==> src/rtl/mmc_rf_pkg.sv <==
package mmc_rf_pkg;

    typedef enum logic [1:0] {
        ST_IDLE  = 2'd0,
        ST_ISSUE = 2'd1,
        ST_WAIT  = 2'd2
    } seq_state_e;

    localparam int OFS_W = 6;

    localparam logic [OFS_W-1:0] OFS_ISTAT = 6'h00;
    localparam logic [OFS_W-1:0] OFS_IEN   = 6'h04;
    localparam logic [OFS_W-1:0] OFS_BUF   = 6'h08;
    localparam logic [OFS_W-1:0] OFS_CMD   = 6'h0C;
    localparam logic [OFS_W-1:0] OFS_ARG   = 6'h10;
    localparam logic [OFS_W-1:0] OFS_RSP0  = 6'h14;
    localparam logic [OFS_W-1:0] OFS_BLEN  = 6'h24;
    localparam logic [OFS_W-1:0] OFS_BCNT  = 6'h28;
    localparam logic [OFS_W-1:0] OFS_CARD  = 6'h2C;

    localparam int CMD_W = 16;
    // opcode 5:0, open-drain 6, resp type 9:8, busy 11, class 13:12, read 15
    localparam logic [CMD_W-1:0] CMD_KEEP = 16'hBB7F;
    localparam int RTYPE_LO = 8;

    localparam logic [1:0] RT_NONE = 2'd0;
    localparam logic [1:0] RT_LONG = 2'd2;

    localparam int EV_CMD  = 0;
    localparam int EV_DATA = 1;
    localparam int EV_CARD = 2;
    localparam int EV_N    = 3;

endpackage

==> src/rtl/mmc_rf_sync.sv <==
module mmc_rf_sync #(
    parameter int N      = 2,
    parameter int STAGES = 2
) (
    input  logic         clk,
    input  logic         rst_n,
    input  logic [N-1:0] async_i,
    output logic [N-1:0] sync_o,
    output logic         change_o
);
    logic [STAGES-1:0][N-1:0] pipe_q;
    logic [N-1:0]             prev_q;

    always_ff @(posedge clk) begin
        if (!rst_n) pipe_q[0] <= '0;
        else        pipe_q[0] <= async_i;
    end

    generate
        for (genvar s = 1; s < STAGES; s++) begin : g_stage
            always_ff @(posedge clk) begin
                if (!rst_n) pipe_q[s] <= '0;
                else        pipe_q[s] <= pipe_q[s-1];
            end
        end
    endgenerate

    always_ff @(posedge clk) begin
        if (!rst_n) prev_q <= '0;
        else        prev_q <= pipe_q[STAGES-1];
    end

    assign sync_o   = pipe_q[STAGES-1];
    assign change_o = |(pipe_q[STAGES-1] ^ prev_q);
endmodule

==> src/rtl/mmc_rf_irq.sv <==
module mmc_rf_irq #(
    parameter int N = 3
) (
    input  logic         clk,
    input  logic         rst_n,
    input  logic [N-1:0] set_i,
    input  logic [N-1:0] clr_i,
    input  logic [N-1:0] en_i,
    output logic [N-1:0] sts_o,
    output logic         irq_o
);
    logic [N-1:0] sts_q;

    generate
        for (genvar b = 0; b < N; b++) begin : g_bit
            always_ff @(posedge clk) begin
                if (!rst_n)        sts_q[b] <= 1'b0;
                else if (set_i[b]) sts_q[b] <= 1'b1;
                else if (clr_i[b]) sts_q[b] <= 1'b0;
            end
        end
    endgenerate

    assign sts_o = sts_q;
    assign irq_o = |(sts_q & en_i);
endmodule

==> src/rtl/mmc_rf_seq.sv <==
module mmc_rf_seq
    import mmc_rf_pkg::*;
#(
    parameter int DW = 32
) (
    input  logic             clk,
    input  logic             rst_n,
    input  logic             launch_i,
    input  logic [CMD_W-1:0] word_i,
    input  logic [DW-1:0]    arg_i,
    input  logic             cmd_ready,
    input  logic             rsp_valid,
    output logic             cmd_valid,
    output logic [CMD_W-1:0] cmd_word,
    output logic [DW-1:0]    cmd_arg,
    output logic             busy_o,
    output logic             take_o,
    output logic [1:0]       rtype_o
);
    seq_state_e       state_q, state_d;
    logic             accept;
    logic [CMD_W-1:0] word_q;
    logic [DW-1:0]    arg_q;

    assign accept = launch_i && (state_q == ST_IDLE);

    always_ff @(posedge clk) begin
        if (!rst_n) state_q <= ST_IDLE;
        else        state_q <= state_d;
    end

    always_comb begin
        state_d = state_q;
        unique case (state_q)
            ST_IDLE:  if (launch_i)  state_d = ST_ISSUE;
            ST_ISSUE: if (cmd_ready) state_d = ST_WAIT;
            ST_WAIT:  if (rsp_valid) state_d = ST_IDLE;
            default:                 state_d = ST_IDLE;
        endcase
    end

    always_comb begin
        cmd_valid = 1'b0;
        busy_o    = 1'b0;
        take_o    = 1'b0;
        unique case (state_q)
            ST_IDLE:  ;
            ST_ISSUE: begin
                cmd_valid = 1'b1;
                busy_o    = 1'b1;
            end
            ST_WAIT: begin
                busy_o = 1'b1;
                take_o = rsp_valid;
            end
            default: ;
        endcase
    end

    always_ff @(posedge clk) begin
        if (!rst_n) begin
            word_q <= '0;
            arg_q  <= '0;
        end else if (accept) begin
            word_q <= word_i & CMD_KEEP;
            arg_q  <= arg_i;
        end
    end

    assign cmd_word = word_q;
    assign cmd_arg  = arg_q;
    assign rtype_o  = word_q[RTYPE_LO +: 2];
endmodule

==> src/rtl/mmc_regfront.sv <==
module mmc_regfront
    import mmc_rf_pkg::*;
#(
    parameter int DW          = 32,
    parameter int AW          = 6,
    parameter int LEN_W       = 11,
    parameter int RSP_WORDS   = 4,
    parameter int SYNC_STAGES = 2
) (
    input  logic                    clk,
    input  logic                    rst_n,
    input  logic                    wr_en,
    input  logic [AW-1:0]           wr_addr,
    input  logic [DW-1:0]           wr_data,
    input  logic [AW-1:0]           rd_addr,
    output logic [DW-1:0]           rd_data,
    output logic                    irq,
    output logic                    cmd_valid,
    input  logic                    cmd_ready,
    output logic [CMD_W-1:0]        cmd_word,
    output logic [DW-1:0]           cmd_arg,
    input  logic                    rsp_valid,
    input  logic [RSP_WORDS*DW-1:0] rsp_data,
    output logic [DW-1:0]           buf_base,
    output logic [LEN_W-1:0]        blk_len_m1,
    output logic [LEN_W-1:0]        blk_cnt_m1,
    output logic                    data_phase,
    input  logic                    data_done,
    input  logic                    card_in_async,
    input  logic                    card_wp_async
);
    localparam int WSTEP = DW / 8;

    logic [EV_N-1:0]  ien_q, sts, set_v, clr_v;
    logic [DW-1:0]    base_q, arg_q;
    logic [LEN_W-1:0] len_q, cnt_q;
    logic [DW-1:0]    resp_q [RSP_WORDS];
    logic [1:0]       card_s;
    logic             card_chg, busy, take;
    logic [1:0]       rtype;

    function automatic logic hit(input logic [AW-1:0] ofs);
        return wr_en && (wr_addr == ofs);
    endfunction

    always_ff @(posedge clk) begin
        if (!rst_n) begin
            ien_q  <= '0;
            base_q <= '0;
            arg_q  <= '0;
            len_q  <= '0;
            cnt_q  <= '0;
        end else begin
            if (hit(OFS_IEN))  ien_q  <= wr_data[EV_N-1:0];
            if (hit(OFS_BUF))  base_q <= wr_data;
            if (hit(OFS_ARG))  arg_q  <= wr_data;
            if (hit(OFS_BLEN)) len_q  <= wr_data[LEN_W-1:0];
            if (hit(OFS_BCNT)) cnt_q  <= wr_data[LEN_W-1:0];
        end
    end

    mmc_rf_seq #(.DW(DW)) u_seq (
        .clk       (clk),
        .rst_n     (rst_n),
        .launch_i  (hit(OFS_CMD)),
        .word_i    (wr_data[CMD_W-1:0]),
        .arg_i     (arg_q),
        .cmd_ready (cmd_ready),
        .rsp_valid (rsp_valid),
        .cmd_valid (cmd_valid),
        .cmd_word  (cmd_word),
        .cmd_arg   (cmd_arg),
        .busy_o    (busy),
        .take_o    (take),
        .rtype_o   (rtype)
    );

    generate
        for (genvar i = 0; i < RSP_WORDS; i++) begin : g_rsp
            always_ff @(posedge clk) begin
                if (!rst_n)
                    resp_q[i] <= '0;
                else if (take && ((rtype == RT_LONG) || (i == 0 && rtype != RT_NONE)))
                    resp_q[i] <= rsp_data[i*DW +: DW];
            end
        end
    endgenerate

    mmc_rf_sync #(.N(2), .STAGES(SYNC_STAGES)) u_sync (
        .clk      (clk),
        .rst_n    (rst_n),
        .async_i  ({card_wp_async, card_in_async}),
        .sync_o   (card_s),
        .change_o (card_chg)
    );

    always_comb begin
        set_v          = '0;
        set_v[EV_CMD]  = take;
        set_v[EV_DATA] = data_done;
        set_v[EV_CARD] = card_chg;
        clr_v          = hit(OFS_ISTAT) ? wr_data[EV_N-1:0] : '0;
    end

    mmc_rf_irq #(.N(EV_N)) u_irq (
        .clk   (clk),
        .rst_n (rst_n),
        .set_i (set_v),
        .clr_i (clr_v),
        .en_i  (ien_q),
        .sts_o (sts),
        .irq_o (irq)
    );

    always_comb begin
        rd_data = '0;
        case (rd_addr)
            OFS_ISTAT: rd_data[EV_N-1:0]  = sts;
            OFS_IEN:   rd_data[EV_N-1:0]  = ien_q;
            OFS_BUF:   rd_data            = base_q;
            OFS_CMD:   rd_data[CMD_W-1:0] = cmd_word;
            OFS_ARG:   rd_data            = arg_q;
            OFS_BLEN:  rd_data[LEN_W-1:0] = len_q;
            OFS_BCNT:  rd_data[LEN_W-1:0] = cnt_q;
            OFS_CARD:  begin
                rd_data[1:0]  = card_s;
                rd_data[DW-1] = busy;
            end
            default: ;
        endcase
        for (int i = 0; i < RSP_WORDS; i++)
            if (rd_addr == AW'(int'(OFS_RSP0) + i * WSTEP))
                rd_data = resp_q[i];
    end

    assign buf_base   = base_q;
    assign blk_len_m1 = len_q;
    assign blk_cnt_m1 = cnt_q;
    assign data_phase = (len_q != '0) || (cnt_q != '0);
endmodule

==> config.mk <==
export PLATFORM = sky130hd
export DESIGN_NAME = mmc_regfront
export DESIGN_NICKNAME = d
export VERILOG_FILES = /design/src/rtl/mmc_rf_pkg.sv /design/src/rtl/mmc_rf_sync.sv /design/src/rtl/mmc_rf_irq.sv /design/src/rtl/mmc_rf_seq.sv /design/src/rtl/mmc_regfront.sv
export SDC_FILE = /design/constraint.sdc
export NUM_CORES = 1
export LEC_CHECK = 0
export BUFFER_PORTS_ARGS = -buffer_cell sky130_fd_sc_hd__buf_2
export CORE_MARGIN = 2
export CORE_UTILIZATION = 53
export CTS_CLUSTER_DIAMETER = 120
export CTS_CLUSTER_SIZE = 40
export DETAILED_ROUTE_END_ITERATION = 10
export MAX_ROUTING_LAYER = met4
export PLACE_DENSITY = 0.81
export SYNTH_ARGS = -nofsm -noshare
export SYNTH_HDL_FRONTEND = slang
export SYNTH_SLANG_ARGS = --single-unit
==> constraint.sdc <==
create_clock -name clk -period 9.3 [get_ports clk]
set_input_delay 0 -clock clk [delete_from_list [all_inputs] [get_ports clk]]
set_output_delay 0 -clock clk [all_outputs]
set_load 0.005 [all_outputs]
Word level (Yosys, flattened, before mapping) --
Memories as Yosys holds them, arrays and structs flattened. Index checks and enable logic that the tools add are counted.
Storage, ports and cells: flip-flop bits (word level) 145, bits in writable memories 128, input bits 180, output and inout bits 137, word-level logic and storage cells 104, memories 1
Memories:
- resp_q | words 4, width 32, rd ports 4, clocked after Yosys merged registers in 0, write ports 4, RTL line mmc_regfront.sv:37 | logic [DW-1:0] resp_q [RSP_WORDS];
Operators by class: equal/unequal tests 23, muxes and demuxes 35, bitwise operators 6, reductions and logical operators 25
Operators with widths (number):
- 32-bit two-way mux | 8
- 8-bit case mux with 5 select lines | 1
- 6-bit equality test, second input constant | 6
- 6-bit by 5-bit equality test with 1-bit output, second input constant | 5
- 15-bit case mux with 2 select lines | 1
- 6-bit by 4-bit equality test with 1-bit output, second input constant | 4
- 11-bit nonzero test | 2
- 1-bit two-way mux | 16
- 2-bit case mux with 8 select lines | 1
- 5-bit case mux with 3 select lines | 1
- 6-bit by 3-bit equality test with 1-bit output, second input constant | 2
- 6-bit zero test | 2
- 1-bit logical AND | 10
- 2-bit nonzero test | 4
- 1-bit case mux with 7 select lines | 1
- 2-bit two-way mux | 3
- 2-bit case mux with 3 select lines | 1
- 2-bit equality test, second input constant | 2
- 2-bit != test, second input constant | 2
- 1-bit bitwise OR | 4
- 2-bit OR reduction | 2
- 3-bit AND | 1
- 3-bit two-way mux | 1
- 1-bit case mux with 3 select lines | 1
- other kinds (7) | 8

Depth between registers and ports, before layout --
Gate-level depths: netlist of run 1.
depth after elaboration 8, mapped depth 9, depth with buffers taken out 7

By module --
From an unflattened synthesis of run 1, not the netlist that was laid out.
Unflattened totals: cell total of the unflattened synthesis 1226, area, all modules 12190.4 um^2
By module, submodules not included:
- mmc_regfront | times used 1, cells an instance 977, area each 10030.9 um^2, seq. area each 5625.4 um^2
- mmc_rf_seq | times used 1, cells an instance 221, area each 1849.3 um^2, seq. area each 940.9 um^2
- mmc_rf_sync | times used 1, cells an instance 17, area each 195.2 um^2, seq. area each 120.1 um^2
- mmc_rf_irq | times used 1, cells an instance 11, area each 115.1 um^2, seq. area each 60.1 um^2

Worst setup path before layout of run 1 --
No wires, ideal clock.
path kind register to register, start point register u_seq.state_q[0], end point memory resp_q[1][0] (enable), setup time 0.683 ns, data arrival time 7.340 ns, setup slack 1.277 ns, cell stages (with the launch flop) 5, path buffers 0, period minus slack after synthesis 8.023 ns, cell sequence dfxtp_1 > inv_1 > ha_1 > nand2_1 > o21ai_0
RTL lines:
- start: declaration | RTL line mmc_rf_seq.sv:20 | seq_state_e state_q, state_d;
- start signal: assignment | RTL line mmc_rf_seq.sv:29 | else state_q <= state_d;
- end: declaration | RTL line mmc_regfront.sv:37

Worst setup path in the final report of run 1 --
start point input rd_addr[2], end point output rd_data[8]
On the way: word-level cells in the longest chain between the ends 6, elaborated cells between the ends (all ways) 14
RTL lines:
- start: declaration | RTL line mmc_regfront.sv:15 | input logic [AW-1:0] rd_addr,
- 6-bit equality test (tied with other cells) | RTL line mmc_regfront.sv:117 | case (rd_addr)
- 8-bit case mux with 5 select lines | RTL line mmc_regfront.sv:117
- 32-bit two-way mux (3 in a row) | RTL line mmc_regfront.sv:132 | if (rd_addr == AW'(int'(OFS_RSP0) + i * WSTEP))
- 32-bit two-way mux (*) | RTL line mmc_regfront.sv:132
- end: declaration | RTL line mmc_regfront.sv:16 | output logic [DW-1:0] rd_data,
Every way passes the cells marked *; elsewhere a longest branch is shown, timed or not.

==> results of run 1 <==
what timing repair did:
item / in CTS / in global routing
gates resized for setup: 0 / 0
endpoints found under the hold margin: 244 / 0
hold buffers: 171 / 0
sequential cells by signal, indices dropped and copies added (netlist names):
| name | count |
|---|---|
| resp_q | 128 |
| u_sync.prev_q | 2 |
| buf_base | 32 |
| u_sync.sync_o | 2 |
| u_seq.cmd_word | 13 |
| blk_cnt_m1 | 11 |
| u_seq.state_q | 2 |
| ien_q | 3 |
| u_seq.cmd_arg | 32 |
| blk_len_m1 | 11 |
| u_sync.pipe_q | 2 |
| u_irq.sts_o | 3 |
| arg_q | 32 |
worst max-delay path, stage by stage:
cell and delay, ns:
buf_2 0.24, or4b_4 0.62, nor3_4 1.01, a222oi_1 0.31, and3_1 0.26, o21ai_1 0.18, buf_2 0.14
layer usage:
layer	up-vias	share of wire, %	GRT usage (%)
li1	4955	-	-
met1	5249	42	48.1
met2	653	45	51.9
met3	110	9.5	6.47
met4	0	3.7	11.3
met5	-	0	-
how the worst min path moves through the flow:
stage               slack [ns]     startpoint  cells past startpoint          endpoint
floorplan                 0.12      data_done                      1    u_irq.sts_o[1]
global placement          0.22  card_wp_async                      2  u_sync.pipe_q[1]
detailed placement        0.21  card_wp_async                      2  u_sync.pipe_q[1]
CTS                       0.04     wr_addr[2]                      4          ien_q[1]
global route              0.08     wr_addr[2]                      4          ien_q[1]
finish                    0.05     wr_addr[2]                      4          ien_q[1]
logic make-up (layout without fill, tap and decap cells):
family                   count (synthesis)  in the layout  synth area share (%)
AO/OA/AOI/OAI                          263            263                  16.2
XOR/XNOR                                 2              2                 0.145
other                                    1              4                0.0311
buffers and inverters                   96            519                  3.46
multiplexers                            35             35                  2.93
flip-flops                             273            273                  56.0
AND/OR/NAND/NOR                        496            496                  21.0
adder cells (fa/ha/maj)                  3              3                 0.311
power breakdown:
| group | switching [mW] | internal (mW) |
|---|---|---|
| logic | 0.0814 | 0.0978 |
| registers | 0.0113 | 1.28 |
| clock network | 0.356 | 0.244 |
| total | 0.448 | 1.62 |
stage by stage:
step	total power [mW]	hold WS [ns]	cell area (um2)	util, %
5_1_grt	2.12	0.0775	15800	70.0
2_1_floorplan	1.37	0.124	12100	-
3_5_place_dp	1.43	0.214	13700	61.0
3_3_place_gp	1.43	0.216	13700	61.0
4_1_cts	2.06	0.0415	15800	70.0
6_report	2.07	0.0510	15800	70.0
synthesized netlist by cell type (all sizes together) (17+ instances only):
master and count:
nand2 238, dfxtp 145, and2 138, edfxtp 128, a21boi 112, clkbuf 60
mux2i 33, nor2 31, nor2b 30, a21oi 27, buf 23, a221oi 22
a222oi 19, o21ai 17
cell type report:
class	instances	area [um2]
Tap cell	285	357
Clock buffer	11	275
Antenna cell	1	2.50
Fill cell	1647	6740
Multi-Input combinational cell	802	4950
Sequential cell	273	6750
Timing Repair Buffer	493	3350
Inverter	13	48.8
Clock inverter	2	35.0
==> reports/results.tsv, run 1 <==
stage	metric	value	unit
outcome	status	finished clean	
synth	Post-Syn Area	12100	um2
pwr	VDD IR-drop max	0.146	mV
floorplanning	IO Count	317	
global_routing	pin count of the biggest net entering global routing	97	
floorplanning	Core Area	22500	um2
global_routing	first-pass GRT wire length	61700	um
clock_tree	Root Buffer	clkbuf_16	
clock_tree	clk sinks	273	
placement	placed cells	1695	
drt	via/cell ratio	5.83	
setup_path	CP Max Fanout	28	
setup_path	critical path required time	9.30	ns
finish	Synth-to-Final Area Change	30.8	%
timing	max-slew violations	0	
synth	count of different cell masters after synthesis	66	
drt	Pre-antenna DRT Iters	5	
timing	part of the cycle the worst path needs	29.7	%
timing	maximum clock rate	0.362	GHz
clock_tree	clk_lat worst skew	0.50	ns
timing	Final Setup Violations	0	
pwr	leakage	6.41	nW
timing	final setup TNS	0	ns
global_routing	GRT Total Usage	34.7	%
setup_path	Setup crit end	rd_data[8]	
synth	Syn Area/Cell	10.3	um2
setup_path	CP Launch Type	input port	
clock_tree	postcts setup bufs	0	
placement	pre-CTS WS	6.64	ns
timing	Fin. Hold Viols	0	
pwr	power per cell area	131	nW/um2
clock_tree	total CTS buffers	10	
placement	Placer Congestion	0.998	
floorplanning	DIE HEIGHT	155	um
synth	Synth top area share	31.9	%
synth	largest area contributor in the netlist	edfxtp_1	
synth	post-synthesis register bit count	273	
drt	drt drc	0	
drt	Final ANT Viol Nets	0	
global_routing	initial antenna violation count	1	
timing	fin crit period	2.76	ns
clock_tree	clock buffer depth	3	
timing	worst rel slew slack	11.1	%
setup_path	CP arrival	2.76	ns
job	Max Cap Viol	0	
setup_path	CP endpoint kind	output pin	
drt	DR WL/cell	22.0	um
clock_tree	Reg clk slew, reported paths	0.14	ns
timing	setup ws final	6.54	ns
floorplanning	Initial Util	53.6	%
placement	dpl hpwl	26800	um
synth	synth warn	0	
clock_tree	htree depth	1	
clock_tree	CTS tree	yes	
finish	ratio of cells with drive above 1 in the final layout	22.3	%
setup_path	CP Class	in -> out	
global_routing	grt ovf	0	
drt	DRT iter0 DRCs	1442	
synth	top_reg_cell synth	dfxtp_1	
finish	final std cells w/o fill	1880	
floorplanning	die width	155	um
setup_path	FF-to-FF End	u_seq.cmd_word[3]	
synth	sequential area share after synthesis	56.0	%
setup_path	Critical R2R Launch	u_seq.state_q[0]	
hold_path	Worst Hold Class	in -> reg	
timing	RSZ-0062 raised after global routing	no	
global_routing	vias in the first global route	10442	
timing	clock skew	0.0218	ns
finish	Nets	1776	
drt	total wire length	41400	um
setup_path	Critical Path Source	rd_addr[2]	
synth	async set or reset register ratio after synthesis	0	%
setup_path	R2R Setup Slk	6.80	ns
floorplanning	die area	24000	um2
synth	number of synthesized flops with an enable pin	128	
synth	Syn Inst Count	1169	
drt	vias	10967	
finish	commonest cells after routing, fill and taps aside	buf_2 (312), nand2_1 (238), dlygate4sd3_1 (171)	
timing	Worst Max-Slew Pin Slew	1.33	ns
setup_path	worst r2r path cells	7	
synth	synth top area cells	edfxtp_1 (32%), dfxtp_1 (24%), nand2_1 (7.4%)	
finish	commonest non-fill, non-tap cell in the layout	buf_2	
floorplanning	# rows	55	
placement	Buffers on Ports	313	
(Power assumes the default switching activity.)
==> run 2: changes to the inputs <==
--- a/config.mk
+++ b/config.mk
@@ -5,6 +5,7 @@
 export SDC_FILE = /design/constraint.sdc
 export NUM_CORES = 1
 export LEC_CHECK = 0
+export ABC_AREA = 1
 export BUFFER_PORTS_ARGS = -buffer_cell sky130_fd_sc_hd__buf_2
 export CORE_MARGIN = 2
 export CORE_UTILIZATION = 53
==> constraint.sdc (replaced) <==
create_clock -name clk -period 2.7 [get_ports clk]
set_input_delay 0 -clock clk [delete_from_list [all_inputs] [get_ports clk]]
set_output_delay 0 -clock clk [all_outputs]
set_load 0.005 [all_outputs]
==> run 2 against run 1 <==
Net effect:
- largest cell class unchanged
- combinational power rose to 3.8 times the previous value
- die area is 1.4% lower
- global-route usage shrank 0.36 points
- routed wire length fell by 2.1%
- cell count is 18% higher
- clock skew is 0.015 ns higher
==> reports/results.tsv, run 2 <==
stage	metric	value	unit	change
outcome	status	finished clean		
clock_tree	clock buffer depth	3		unchanged
drt	Pre-antenna DRT Iters	5		unchanged
timing	max-slew violations	0		unchanged
synth	Post-Synth XOR/XNOR Area	0.147	%	+0.0021 points
floorplanning	Initial Util	54.3	%	+0.72 points
setup_path	CP Launch Type	flop		
timing	part of the cycle the worst path needs	83.9	%	
setup_path	crit-path most repeated cell	inv_1		
clock_tree	htree depth	1		unchanged
floorplanning	Core Area	21900	um2	-2.7%
timing	worst rel slew slack	47.7	%	+37 points
synth	Synth top area share	32.4	%	+0.46 points
synth	synth warn	0		unchanged
synth	count of different cell masters after synthesis	28		-58%
synth	async set or reset register ratio after synthesis	0	%	unchanged
synth	Synth Area in Adders	0.316	%	+0.0045 points
setup_path	CP endpoint kind	flop		
synth	simple logic cell fraction of the synthesized area	25.5	%	+4.5 points
timing	Worst Max-Slew Pin Slew	0.784	ns	-0.545 ns
finish	flip-flop count of the largest register after layout	128		unchanged
floorplanning	IO Count	317		unchanged
drt	drt drc	0		unchanged
clock_tree	clk sinks	273		unchanged
synth	commonest cells in the netlist	nor2_1 (380), nand2_1 (249), inv_1 (170), dfxtp_1 (145), edfxtp_1 (128)		
pwr	power per cell area	453	nW/um2	+250%
setup_path	CP arrival	2.71	ns	-0.05 ns
setup_path	R2R Setup Slk	0.43	ns	-6.37 ns
synth	Syn Inst Count	1480		+27%
drt	DRT iter0 DRCs	1522		+5.5%
setup_path	CP Max Fanout	37		+32%
synth	multiplexer share of the synthesized area	0	%	-2.9 points
timing	fin crit period	2.27	ns	
placement	Buffers on Ports	313		unchanged
timing	RSZ-0062 raised after global routing	no		
global_routing	pin count of the biggest net entering global routing	97		unchanged
timing	maximum clock rate	0.441	GHz	
drt	total wire length	40600	um	-2.1%
setup_path	critical path required time	3.14	ns	-6.16 ns
timing	Fin. Hold Viols	0		unchanged
placement	placed cells	2020		+19%
synth	sequential area share after synthesis	56.8	%	+0.80 points
hold_path	Worst Hold Class	in -> reg		
finish	ratio of cells with drive above 1 in the final layout	19.5	%	-2.8 points
setup_path	CP Class	reg -> reg		
floorplanning	DIE HEIGHT	154	um	-0.69%
global_routing	initial antenna violation count	1		unchanged
setup_path	Critical Path, Cell by Cell	inv_1 -> ha_1 -> inv_1 -> nor2_4 -> buf_4 -> o21ai_1 -> nor2_1 -> dlygate4sd3_1		
placement	Placer Congestion	0.977		-2.1%
pwr	Tot Pwr	7.14	mW	+250%
timing	Final Setup Violations	0		unchanged
finish	Synth-to-Final Area Change	32.7	%	
floorplanning	die width	154	um	-0.69%
synth	number of synthesized flops with an enable pin	128		unchanged
synth	Syn Area/Cell	8.03	um2	-22%
timing	final setup TNS	0	ns	unchanged
synth	largest family of logic cells by synthesized area	simple AND/OR/NAND/NOR gates		
synth	post-synthesis register bit count	273		unchanged
drt	Final ANT Viol Nets	0		unchanged
setup_path	delay-heaviest family, CP	buffers and inverters		
clock_tree	postcts setup bufs	0		unchanged
clock_tree	clk_lat worst skew	0.52	ns	+0.02 ns
clock_tree	Root Buffer	clkbuf_16		
drt	vias	12184		+11%
finish	commonest non-fill, non-tap cell in the layout	nor2_1		
finish	Fill cells	1604		-2.6%
finish	commonest cells after routing, fill and taps aside	nor2_1 (377), buf_2 (312), nand2_1 (248)		
finish	final std cells w/o fill	2215		+18%
drt	DR WL/cell	18.3	um	-17%
floorplanning	die area	23600	um2	-1.4%
synth	complex-gate fraction of the synthesized area	8.53	%	-7.7 points
setup_path	Largest stage delay, worst path	0.56	ns	-0.45 ns
setup_path	Buf/Inv on CP	4		+2
timing	clock skew	0.0371	ns	+0.0152 ns
clock_tree	CTS tree	yes		
finish	most flop-heavy register	resp_q		
setup_path	slowest cell on the critical path	dlygate4sd3_1		
synth	Post-Syn Area	11900	um2	-1.4%
finish	Nets	2114		+19%
global_routing	first-pass GRT wire length	62100	um	+0.64%
clock_tree	total CTS buffers	10		unchanged
global_routing	GRT Total Usage	34.3	%	-0.36 points
placement	dpl hpwl	24900	um	-7.1%
synth	most common cell in the synthesized netlist	nor2_1		
synth	synth top area cells	edfxtp_1 (32%), dfxtp_1 (24%), nor2_1 (12%)		
floorplanning	# rows	54		-1.8%
global_routing	vias in the first global route	11558		+11%
clock_tree	Reg clk slew, reported paths	0.16	ns	+0.02 ns
synth	largest area contributor in the netlist	edfxtp_1		
pwr	leakage	7.66	nW	+19%
global_routing	grt ovf	0		unchanged
synth	top_reg_cell synth	dfxtp_1		
pwr	VDD IR-drop max	0.487	mV	+230%
drt	via/cell ratio	5.50		-5.7%
job	Max Cap Viol	0		unchanged
==> run 2: cell count changes after synthesis, moves of 48 or more <==
| cell | previous run | this run |
|---|---|---|
| nor2_1 | 28 | 380 |
| inv_1 | 13 | 170 |
| and2_1 | 137 | 0 |
| a21boi_0 | 112 | 0 |
| o21ai_0 | 15 | 90 |
| o21ai_1 | 2 | 50 |
==> run 2: timing repair <==
action | in CTS | in global routing
hold endpoints to repair | 241 | 0
gates resized for setup | 0 | 0
hold buffers | 179 | 0
==> run 2: worst paths after layout <==
path	startpoint	end	depth (start not counted)
setup reg to reg	u_seq.state_q[1]	u_seq.cmd_word[13]	8
hold / removal	wr_addr[4]	u_seq.state_q[0]	6
setup / recovery	u_seq.state_q[1]	u_seq.cmd_word[13]	8
hold reg to reg	u_sync.pipe_q[1]	u_sync.sync_o[1]	2
==> run 2: final cells by class <==
cell class / instances / area, um2 / area share (%)
Sequential cell: 273 / 6750 / 42.8
Multi-Input combinational cell: 950 / 4130 / 26.2
Timing Repair Buffer: 513 / 3560 / 22.5
Inverter: 183 / 687 / 4.36
Tap cell: 280 / 350 / 2.22
Clock buffer: 14 / 287 / 1.82
Clock inverter: 1 / 8.76 / 0.0555
Antenna cell: 1 / 2.50 / 0.0159
==> run 2: per-stage QoR <==
step	instance area (um2)	hold WS, ns	worst slack (ns)	util (%)
6_report	15800	0.0184	0.435	72.0
5_1_grt	15800	0.0574	0.257	72.0
4_1_cts	15800	0.0170	0.553	72.0
3_5_place_dp	13700	0.186	0.732	62.5
3_3_place_gp	13700	0.190	0.798	62.5
2_1_floorplan	11900	0.0976	0.345	-
==> run 2: kinds of logic (layout without fill, tap and decap cells) <==
group / after synthesis / in the layout
AOI/OAI and AO/OA: 202 / 202
other: 1 / 4
DFF: 273 / 273
buffers and inverters: 259 / 711
xor gates and xnor gates: 2 / 2
adders and majority gates: 3 / 3
and+or+nand+nor: 740 / 740
==> run 2: per-layer routing <==
layer | track usage (%) | vias to the layer above | wire (um)
met5 | - | - | 0
met3 | 4.45 | 175 | 3830
met4 | 16.6 | 0 | 2250
met1 | 44.0 | 5558 | 15500
li1 | - | 5585 | -
met2 | 54.4 | 866 | 19000
==> run 2: tightest hold or removal path: cells and delay by family <==
| kind | cells | cell delay [ns] |
|---|---|---|
| buffers and inverters | 1 | 0.13 |
| AND/OR/NAND/NOR | 4 | 0.32 |
| AO/OA/AOI/OAI | 1 | 0.06 |
==> run 2: report_power, final <==
part	leakage (nW)	internal [mW]	switching, mW	total (mW)
sequential	2.49	4.40	0.0392	4.44
clock	0.144	0.764	1.25	2.02
combinational	5.02	0.340	0.341	0.682
